<file path="src/rtl/tuner_i2c_regs.sv">
module tuner_i2c_regs #(
  parameter logic [6:0] BASE_ADDR = 7'b1100000
) (
  input  logic        clk,
  input  logic        rst_n,
  input  logic        addr_sel,
  input  logic        scl_i,
  input  logic        sda_i,
  output logic        sda_oe,
  input  logic [6:0]  stat_a_i,
  input  logic [7:0]  stat_b_i,
  output logic [95:0] cfg_o,
  output logic        tune_o
);
  localparam logic [3:0] NWR  = 4'd12;
  localparam logic [3:0] LAST = 4'd13;
  localparam logic [95:0] RST_VAL = {8'h08, 8'h00, 8'h00, 8'h4B, 8'hC8, 8'hC0,
                                     8'h01, 8'h84, 8'hF6, 8'h02, 8'h23, 8'h80};

  typedef enum logic [2:0] {S_IDLE, S_ADR, S_PTR, S_WR, S_RD} st_t;

  st_t         st;
  logic [2:0]  scl_s, sda_s;
  logic [3:0]  cnt, ptr;
  logic [7:0]  sh, tx, rd_byte;
  logic [95:0] cfg_q;
  logic        rw, oe, por, rd_stat, tune;

  wire scl_rise = scl_s[1] & ~scl_s[2];
  wire scl_fall = ~scl_s[1] & scl_s[2];
  wire start_c  = scl_s[1] & scl_s[2] & sda_s[2] & ~sda_s[1];
  wire stop_c   = scl_s[1] & scl_s[2] & ~sda_s[2] & sda_s[1];
  wire [6:0] dev_addr = {BASE_ADDR[6:1], addr_sel};
  wire [3:0] nxt = (ptr >= LAST) ? 4'd0 : ptr + 4'd1;
  wire do_load = scl_fall && !start_c && !stop_c && cnt == 4'd9 &&
                 (st == S_RD || (st == S_ADR && rw));

  always_comb begin
    if (ptr < NWR)       rd_byte = cfg_q[{ptr, 3'b000} +: 8];
    else if (ptr == NWR) rd_byte = {por, stat_a_i};
    else if (ptr == LAST) rd_byte = stat_b_i;
    else                 rd_byte = 8'h00;
  end

  always_ff @(posedge clk or negedge rst_n) begin
    if (!rst_n) begin
      scl_s   <= 3'b111;
      sda_s   <= 3'b111;
      st      <= S_IDLE;
      cnt     <= '0;
      ptr     <= '0;
      sh      <= '0;
      tx      <= '0;
      rw      <= 1'b0;
      oe      <= 1'b0;
      por     <= 1'b1;
      rd_stat <= 1'b0;
      tune    <= 1'b0;
      cfg_q   <= RST_VAL;
    end else begin
      scl_s <= {scl_s[1:0], scl_i};
      sda_s <= {sda_s[1:0], sda_i};
      tune  <= 1'b0;
      if (start_c) begin
        st  <= S_ADR;
        cnt <= '0;
        oe  <= 1'b0;
      end else if (stop_c) begin
        st      <= S_IDLE;
        oe      <= 1'b0;
        rd_stat <= 1'b0;
        if (rd_stat) por <= 1'b0;
      end else if (st != S_IDLE) begin
        if (scl_rise) begin
          cnt <= cnt + 4'd1;
          if (cnt < 4'd8) sh <= {sh[6:0], sda_s[1]};
          if (st == S_RD && cnt == 4'd8 && sda_s[1]) st <= S_IDLE;
        end else if (scl_fall) begin
          if (st == S_RD) begin
            if (cnt == 4'd8) oe <= 1'b0;
            else if (cnt != 4'd0 && cnt != 4'd9) begin
              tx <= {tx[6:0], 1'b0};
              oe <= ~tx[6];
            end
          end else if (cnt == 4'd8) begin
            oe <= 1'b1;
            case (st)
              S_ADR: if (sh[7:1] != dev_addr) begin
                       oe <= 1'b0;
                       st <= S_IDLE;
                     end else rw <= sh[0];
              S_PTR: ptr <= sh[3:0];
              S_WR: begin
                if (ptr < NWR) cfg_q[{ptr, 3'b000} +: 8] <= sh;
                if (ptr == 4'd4) tune <= 1'b1;
                ptr <= nxt;
              end
              default: ;
            endcase
          end else if (cnt == 4'd9) begin
            oe <= 1'b0;
            case (st)
              S_ADR:   st <= rw ? S_RD : S_PTR;
              S_PTR:   st <= S_WR;
              default: ;
            endcase
          end
          if (cnt == 4'd9) cnt <= '0;
          if (do_load) begin
            tx  <= rd_byte;
            oe  <= ~rd_byte[7];
            ptr <= nxt;
            if (ptr == NWR) rd_stat <= 1'b1;
          end
        end
      end
    end
  end

  assign sda_oe = oe;
  assign cfg_o  = cfg_q;
  assign tune_o = tune;
endmodule


</file>
<file path="config.mk">
export PLATFORM = sky130hd
export DESIGN_NAME = tuner_i2c_regs
export DESIGN_NICKNAME = d
export VERILOG_FILES = /design/src/rtl/tuner_i2c_regs.sv
export SDC_FILE = /design/constraint.sdc
export NUM_CORES = 1
export LEC_CHECK = 0
export ABC_AREA = 1
export BUFFER_PORTS_ARGS = -buffer_cell sky130_fd_sc_hd__buf_2
export CAP_MARGIN = 10
export CORE_UTILIZATION = 57
export DETAILED_ROUTE_END_ITERATION = 8
export PLACE_DENSITY_LB_ADDON = 0.12
export REMOVE_ABC_BUFFERS = 1
export SETUP_SLACK_MARGIN = 0.1
export SLEW_MARGIN = 30
export SYNTH_ARGS = -nofsm -noshare
export SYNTH_HDL_FRONTEND = slang
export SYNTH_SLANG_ARGS = --single-unit
</file>
<file path="constraint.sdc">
create_clock -name clk -period 2.7 [get_ports clk]
set_clock_uncertainty 0.05 [all_clocks]
set_input_delay 0 -clock clk [delete_from_list [all_inputs] [get_ports clk]]
set_output_delay 0 -clock clk [all_outputs]
set_load 0.05 [all_outputs]
</file>
==> results of run 1 <==
[through the flow]
step	cell area [um^2]	setup TNS [ps]
after floorplan	7253	-80630
after global placement	8209	0
after detailed placement	8209	0
after CTS	8972	0
after global routing	8989	0
final	8989	0
[per-layer routing]
layer / GRT usage [%] / up-vias / wire [um]
met5: 0 / - / 0
met3: 7.940 / 55 / 2253
met2: 52.23 / 420 / 10210
met4: 16.03 / 0 / 843
li1: - / 3530 / -
met1: 49.48 / 3467 / 9843
[layout make-up]
type,instances,area (um^2)
flip-flops and latches,133,3368
clock inverters,7,117.6
clock buffers,25,505.5
inverters,111,430.4
fillers,1062,3734
well taps,172,215.2
multi-input cells,735,3461
repair buffers,150,890.9
[repair_timing]
item	CTS	global route
hold buffers	14	0
gates resized for setup	0	4
endpoints found under the setup margin	0	27
endpoints found under the hold margin	73	0
buffers inserted	0	1
[placed cells by master, fill, tap and decap left out, types with 2 or more instances in the layout]
master	count
o21ai_2	6
a31oi_1	3
inv_2	10
o31ai_1	3
o21ai_1	37
ha_1	10
dfstp_2	31
nand2_1	336
clkinv_2	2
nor2_2	8
clkbuf_16	17
clkbuf_8	5
nor3_1	31
a21oi_1	14
o211ai_1	6
nand4_2	2
nand3_4	2
buf_6	2
nor2_1	91
inv_1	96
nand4_1	12
clkinvlp_4	3
nand2_2	5
buf_2	116
nand2_4	2
o21ai_0	78
nand3_1	70
buf_4	17
clkbuf_1	3
bufinv_16	3
nand3_2	9
dfrtp_1	101
dlygate4sd3_1	14
[how the worst min path moves through the flow]
| stage | endpoint | slack, ps | depth (start not counted) | start |
|---|---|---|---|---|
| floorplan | cfg_o[0] | -350 | 0 | rst_n |
| global placement | cfg_o[37] | -4 | 1 | rst_n |
| detailed placement | cfg_o[37] | 2 | 1 | rst_n |
| CTS | tx[6] | 40 | 9 | stat_a_i[6] |
| global route | tx[3] | 90 | 7 | stat_a_i[3] |
| finish | tx[6] | 40 | 9 | stat_a_i[6] |
[critical path: stages (launching register included)]
cell and delay, ps:
dfrtp_2 420, inv_2 150, ha_1 260, buf_4 160, nand3_1 210, inv_2 200
nand2_1 70, nand2_1 70, dlygate4sd3_1 570, a21oi_1 50, nand3_1 90, nand2_1 60
nand2_1 50
[logic make-up (layout without fill, tap and decap cells)]
kind of cell | count (synthesis) | count (layout) | share of synthesized area, %
AO/OA/AOI/OAI | 150 | 150 | 10.89
flip-flops | 133 | 133 | 44.96
buffers and inverters | 150 | 293 | 8.889
AND/OR/NAND/NOR | 574 | 574 | 33.47
adder cells (fa/ha/maj) | 10 | 10 | 1.671
XOR/XNOR | 1 | 1 | 0.1170
[where the power goes]
part | switching (uW) | internal [uW] | leakage, uW
combinational | 361 | 152 | 0.00264
clock | 859 | 1570 | 0.000296
sequential | 99.6 | 2090 | 0.00170
[registers in the layout, summed over array words and instances (netlist names)]
name / count
cfg_o: 96
cnt: 4
por: 1
ptr: 4
rd_stat: 1
rw: 1
scl_s: 3
sda_oe: 1
sda_s: 3
sh: 8
st: 3
tune_o: 1
tx: 7
==> reports/results.ini, run 1 <==
[critical_path]
cp_data_required_time_ps=3020
arrival_ps=2790
endpoint_kind=register
worstPathMaxFanout=9
critical_path.endpoint=tx[4]
critPathLaunchType=register
r2r_slack_ps=230
critPathKind=reg -> reg
rr_worst_depth=12
rr_startpoint=ptr[0]
r2r_end=tx[4]
cp-startpoint=ptr[0]

[finish]
area_delta_synth_final_pct=20.03
stdcell_count=1333
drive_gt1_share_pct=21.53
nets=1178
fin_util_pct=70.65
n_antenna_cell=0

[yosys]
yosysSeqAreaShare_pct=44.96
synthTopCellsByArea=dfrtp_1 34%, nand2_1 17%, dfstp_2 11%, o21ai_0 5.2%, inv_1 4.9%
ys.flop_type=dfrtp_1
synth.most_common_cell=nand2_1
yosys_warnings=0
synth_async_sr_flop_share_pct=100.0
synth_edf_count=0
yosysUniqueCellTypes=43
synthCells=1018
syn_area_um2=7488
synth_seq_cells=133
synth_commonest_cells=336 x nand2_1, 102 x dfrtp_1, 97 x inv_1
synth_area_leader_cell=dfrtp_1
syn_avg_cell_area_um2=7.356
synth_top_area_share_pct=34.09

[place]
hpwl_um=16400
io_buffers=117
gp_congestion=0.9754
post-place-ws_ps=202.9
place_inst=1286

[worst_hold_path]
hold_class=in -> reg

[floorplan]
rows=41
io_pins=118
die_h_um=116.6
coreArea_um2=12720
die_w_um=116.6
initial_core_util_pct=58.86
dieArea_um2=13600

[timing]
slew_headroom_pct=56.29
rsz0062_at_grt=no
setup_viol=0
final.period_utilization_pct=91.46
finalCriticalPeriod_ps=2470
final_max_slew_viol_count=0
worst_slew_pin_slew_ps=655.6
clock.fmax_mhz=404.9
whs_ps=37.62
setup_ws_ps=230.5
final_hold_viol_count=0

[flow_run]
drv_cap=0

[outcome]
status=finished clean

[drt]
via_per_inst=5.605
wire_per_inst_um=17.36
vias=7472
ant_nets=0
dr.pass1.iters=7
drc=0
finalWirelength_um=23150
drtIter0Drc=797

[cts]
clkTransAtPathRegs_ps=60
cts_tree=yes
clock_path_buffers=2
insertion_delay_ps=430
cts_root_buffer=clkbuf_16
cts_buffers=17
clock-sinks=133
h-tree-depth=4

[grt]
overflow=0
grt_max_degree=69
grt_pass1_vias=6493
track_usage_pct=35.29
grt_pass1_wl_um=35170
antenna_found_initial=0

[pwr]
total_power_uw=5137
power_density_nw_per_um2=571.5
ir_drop_mv=0.5930
leakagePower_uw=0.004633

Power figures use the tool's default switching activity.
==> run 2: changes to the inputs <==
--- a/config.mk
+++ b/config.mk
@@ -8,7 +8,8 @@
 export ABC_AREA = 1
 export BUFFER_PORTS_ARGS = -buffer_cell sky130_fd_sc_hd__buf_2
 export CAP_MARGIN = 10
-export CORE_UTILIZATION = 57
+export CORE_UTILIZATION = 40
+export CTS_CLUSTER_DIAMETER = 30
 export DETAILED_ROUTE_END_ITERATION = 8
 export PLACE_DENSITY_LB_ADDON = 0.12
 export REMOVE_ABC_BUFFERS = 1
==> constraint.sdc (replaced) <==
create_clock -name clk -period 2.7 [get_ports clk]
set_clock_uncertainty 0.05 [all_clocks]
set_input_delay 0.54 -clock clk [delete_from_list [all_inputs] [get_ports clk]]
set_output_delay 0.54 -clock clk [all_outputs]
set_load 0.05 [all_outputs]
==> reports/results.ini, run 2 (synthesis gave the netlist of run 1 again) <==
[outcome]
status=finished, violations left
violations=design-rule violations

[cts]
clkTransAtPathRegs_ps=60
h-tree-depth=4
cts_setup_buffers=0
insertion_delay_ps=430
cts_tree=yes
clock-sinks=133
cts_root_buffer=clkbuf_16
cts_buffers=17
clock_path_buffers=2

[floorplan]
dieArea_um2=19270
coreArea_um2=18150
die_w_um=138.8
initial_core_util_pct=41.26
rows=49
die_h_um=138.8
io_pins=118

[finish]
largest_register_ffs=96
nets=1166
mostFrequentLayoutCell=nand2_1
multi_input_area_um2=3463
fin_util_pct=49.19
fillers=1851
seq_area_um2=3368
area_delta_synth_final_pct=19.20
n_antenna_cell=0
drive_gt1_share_pct=22.02
stdcell_area_um2=8926
final_cell_mix=335 x nand2_1, 116 x buf_2, 101 x dfrtp_1, 97 x inv_1, 92 x nor2_1

[place]
gp_congestion=0.9281
place_area_um2=8315
post-place-ws_ps=206.5
io_buffers=117
hpwl_um=18320

[drt]
ant_nets=0
drtIter0Drc=686
dr.pass1.iters=7
vias=7155
drc=12
finalWirelength_um=24770
via_per_inst=5.192
wire_per_inst_um=17.97

[pwr]
leakagePower_uw=0.004579
ir_drop_mv=0.4239
p_sw_uw=1392
seq_power_share_pct=42.9
switching_share_pct=27.19
power_density_nw_per_um2=573.5
p_comb_share_pct=10.3
internal_power_uw=3727
clkPwrFrac_pct=46.8

[timing]
setup_viol=0
worst_slew_pin_slew_ps=642.4
final_max_slew_viol_count=0
finalCriticalPeriod_ps=2391
final_hold_viol_count=0
fin_setup_tns_ps=0
rsz0062_at_grt=no
setup_ws_ps=308.8
clock.fmax_mhz=418.2
whs_ps=39.75
slew_headroom_pct=57.18
final.period_utilization_pct=88.56

[grt]
overflow=0
grt_pass1_wl_um=38500
grt_pass1_vias=6586
track_usage_pct=26.50
grt_max_degree=65
antenna_found_initial=0

[critical_path]
cp_data_required_time_ps=2960
r2r_slack_ps=310
critPathKind=reg -> reg
worstPathMaxFanout=35
endpoint_kind=register
critPathLaunchType=register
arrival_ps=2650

[flow_run]
drv_cap=0

[worst_hold_path]
hold_class=in -> async

[run 2: cell types whose count changed in the layout (fill, tap and decap cells not counted), moves of 2 or more]
| cell | delta |
|---|---|
| buf_4 | +2 |
| clkinvlp_4 | -2 |
| dlygate4sd3_1 | -14 |
| clkbuf_8 | -4 |
| clkinv_2 | +2 |
| clkinv_4 | +5 |
[run 2: final timing paths]
check                           cells after the start         to  startpoint
max in group asynchronous                           2   scl_s[0]       rst_n
worst min register to register                      0   scl_s[1]    scl_s[0]
worst min-delay path                                1  cfg_o[52]       rst_n
worst max-delay path                               11  cfg_o[60]      ptr[0]
min in group clk                                    1   scl_s[0]       scl_i
worst max register to register                     11  cfg_o[60]      ptr[0]
[run 2: power groups by stage]
stage | sequential, uW | clock, uW | combinational (uW)
after global placement | 2230 | 0 | 510
after CTS | 2200 | 2430 | 521
after detailed placement | 2230 | 0 | 516
after floorplan | 2190 | 0 | 313
final | 2200 | 2390 | 527
after global routing | 2210 | 2520 | 588
[run 2: final cells by class]
type,count,area share (%)
timing repair buffer,138,8.677
tap,229,3.210
sequential,133,37.73
multi-input combinational,735,38.80
clock buffer,20,5.004
clock inverter,12,1.752
inverter,111,4.822
[run 2: worst max-delay path, stage by stage, from the launching register on]
cell     delay, ps
dfrtp_2        400
buf_4          220
buf_4          290
o21ai_4        200
nand2_4        180
inv_4          150
nand3_2         70
nor2_2         110
buf_4          260
nand2_2        170
nand2_1         90
nand2_1         50
[run 2: timing repair]
item / in CTS / in global routing
hold endpoints to repair: 0 / 0
endpoints found under the setup margin: 0 / 26
gates resized for setup: 0 / 3
hold buffers: 0 / 0
[run 2: metrics by stage]
step	power, uW	std cells
after floorplan	2503	979
after global routing	5317	1378
after CTS	5146	1378
after detailed placement	2744	1346
final	5119	1378
after global placement	2739	1346
[run 2: routing by layer]
metal | global-route usage (%) | part of all wire (%)
met5 | 0 | 0
met4 | 10.94 | 2.9
met3 | 4.454 | 6.2
met2 | 38.78 | 44
met1 | 38.66 | 47
==> run 3: changes to the inputs <==
--- a/config.mk
+++ b/config.mk
@@ -9,6 +9,7 @@
 export BUFFER_PORTS_ARGS = -buffer_cell sky130_fd_sc_hd__buf_2
 export CAP_MARGIN = 10
 export CORE_UTILIZATION = 40
+export CTS_BUF_LIST = sky130_fd_sc_hd__clkbuf_16
 export CTS_CLUSTER_DIAMETER = 30
 export DETAILED_ROUTE_END_ITERATION = 8
 export PLACE_DENSITY_LB_ADDON = 0.12
==> reports/results.ini, run 3 (synthesis gave the netlist of run 1 again) <==
[grt]
grt_max_degree=65
grt_pass1_wl_um=38430
track_usage_pct=26.43
grt_pass1_vias=6568
antenna_found_initial=0
overflow=0

[place]
io_buffers=117
place_area_um2=8315
gp_congestion=0.9281
hpwl_um=18320

[timing]
final_hold_viol_count=0
final.period_utilization_pct=88.32
clock.fmax_mhz=419.4
fin_setup_tns_ps=0
final_max_slew_viol_count=0
slew_headroom_pct=57.18
finalCriticalPeriod_ps=2385
rsz0062_at_grt=no
setup_viol=0
worst_slew_pin_slew_ps=642.3

[floorplan]
dieArea_um2=19270
die_w_um=138.8
initial_core_util_pct=41.26
die_h_um=138.8
io_pins=118
coreArea_um2=18150
rows=49

[drt]
wire_per_inst_um=17.89
drtIter0Drc=683
ant_nets=0
drc=12
dr.pass1.iters=9
finalWirelength_um=24660
via_per_inst=5.174
vias=7130

[cts]
clock-sinks=133
clkTransAtPathRegs_ps=60
cts_root_buffer=clkbuf_16
cts_setup_buffers=0
cts_tree=yes
insertion_delay_ps=430
cts.hold.buffers_added=0
cts_resized=0
clock_path_buffers=2
cts_buffers=17
h-tree-depth=4

[pwr]
power_density_nw_per_um2=569.5
leakagePower_uw=0.004582
total_power_uw=5077
ir_drop_mv=0.4212

[critical_path]
critPathKind=reg -> reg
worstPathMaxFanout=35
rr_worst_depth=11
arrival_ps=2640
critPathLaunchType=register
endpoint_kind=register
cp_data_required_time_ps=2960

[finish]
n_antenna_cell=0
final_cell_mix=335 x nand2_1, 116 x buf_2, 101 x dfrtp_1, 99 x inv_1, 92 x nor2_1
mostFrequentLayoutCell=nand2_1
nets=1166
stdcell_area_um2=8916
drive_gt1_share_pct=21.93
largest_register_ffs=96
area_delta_synth_final_pct=19.06

[outcome]
violations=design-rule violations
status=finished, violations left

[flow_run]
drv_cap=0

[worst_hold_path]
hold_class=in -> async

run 3: cell type report:
cell class	instances	area, um^2
fill	1851	9231
multi-input combinational	735	3463
sequential	133	3368
timing repair buffer	138	774.5
inverter	111	430.4
clock buffer	17	425.4
tap	229	286.5
clock inverter	15	167.7
run 3: metal layers:
| layer | part of all wire [%] | global-route usage [%] | vias to the layer above |
|---|---|---|---|
| met2 | 44 | 38.78 | 247 |
| li1 | - | - | 3518 |
| met5 | 0 | 0 | - |
| met3 | 5.7 | 4.454 | 36 |
| met1 | 47 | 38.59 | 3329 |
| met4 | 2.9 | 10.58 | 0 |
run 3: path summary, 6_finish.rpt:
kind                           from        end  slack, ps
max                          ptr[0]  cfg_o[60]        320
min in group clk              scl_i   scl_s[0]        160
min reg2reg                scl_s[0]   scl_s[1]        310
min                           rst_n  cfg_o[52]         40
max in group asynchronous     rst_n   scl_s[0]       1820
max reg2reg                  ptr[0]  cfg_o[60]        320
run 3: where the power goes:
| part | total, uW | leakage [uW] | switching, uW | internal (uW) |
|---|---|---|---|---|
| logic | 527 | 0.00259 | 368 | 159 |
| registers | 2200 | 0.00170 | 106 | 2090 |
| clock network | 2350 | 0.000297 | 912 | 1440 |
run 3: metrics by stage:
stage,setup WS (ps),std cells,hold WS [ps],util (%)
floorplan,-1129,979,194.4,-
global placement,224.0,1346,296.7,45.82
detailed placement,206.5,1346,300.7,45.82
CTS,201.7,1378,78.01,49.09
global route,118.3,1378,108.6,49.13
finish,315.5,1378,41.25,49.13
run 3: critical path: stages (launching register included):
cell     delay (ps)
dfrtp_2         410
buf_4           220
buf_4           290
o21ai_4         200
nand2_4         180
inv_4           150
nand3_2          70
nor2_2          110
buf_4           260
nand2_2         170
nand2_1          90
nand2_1          50
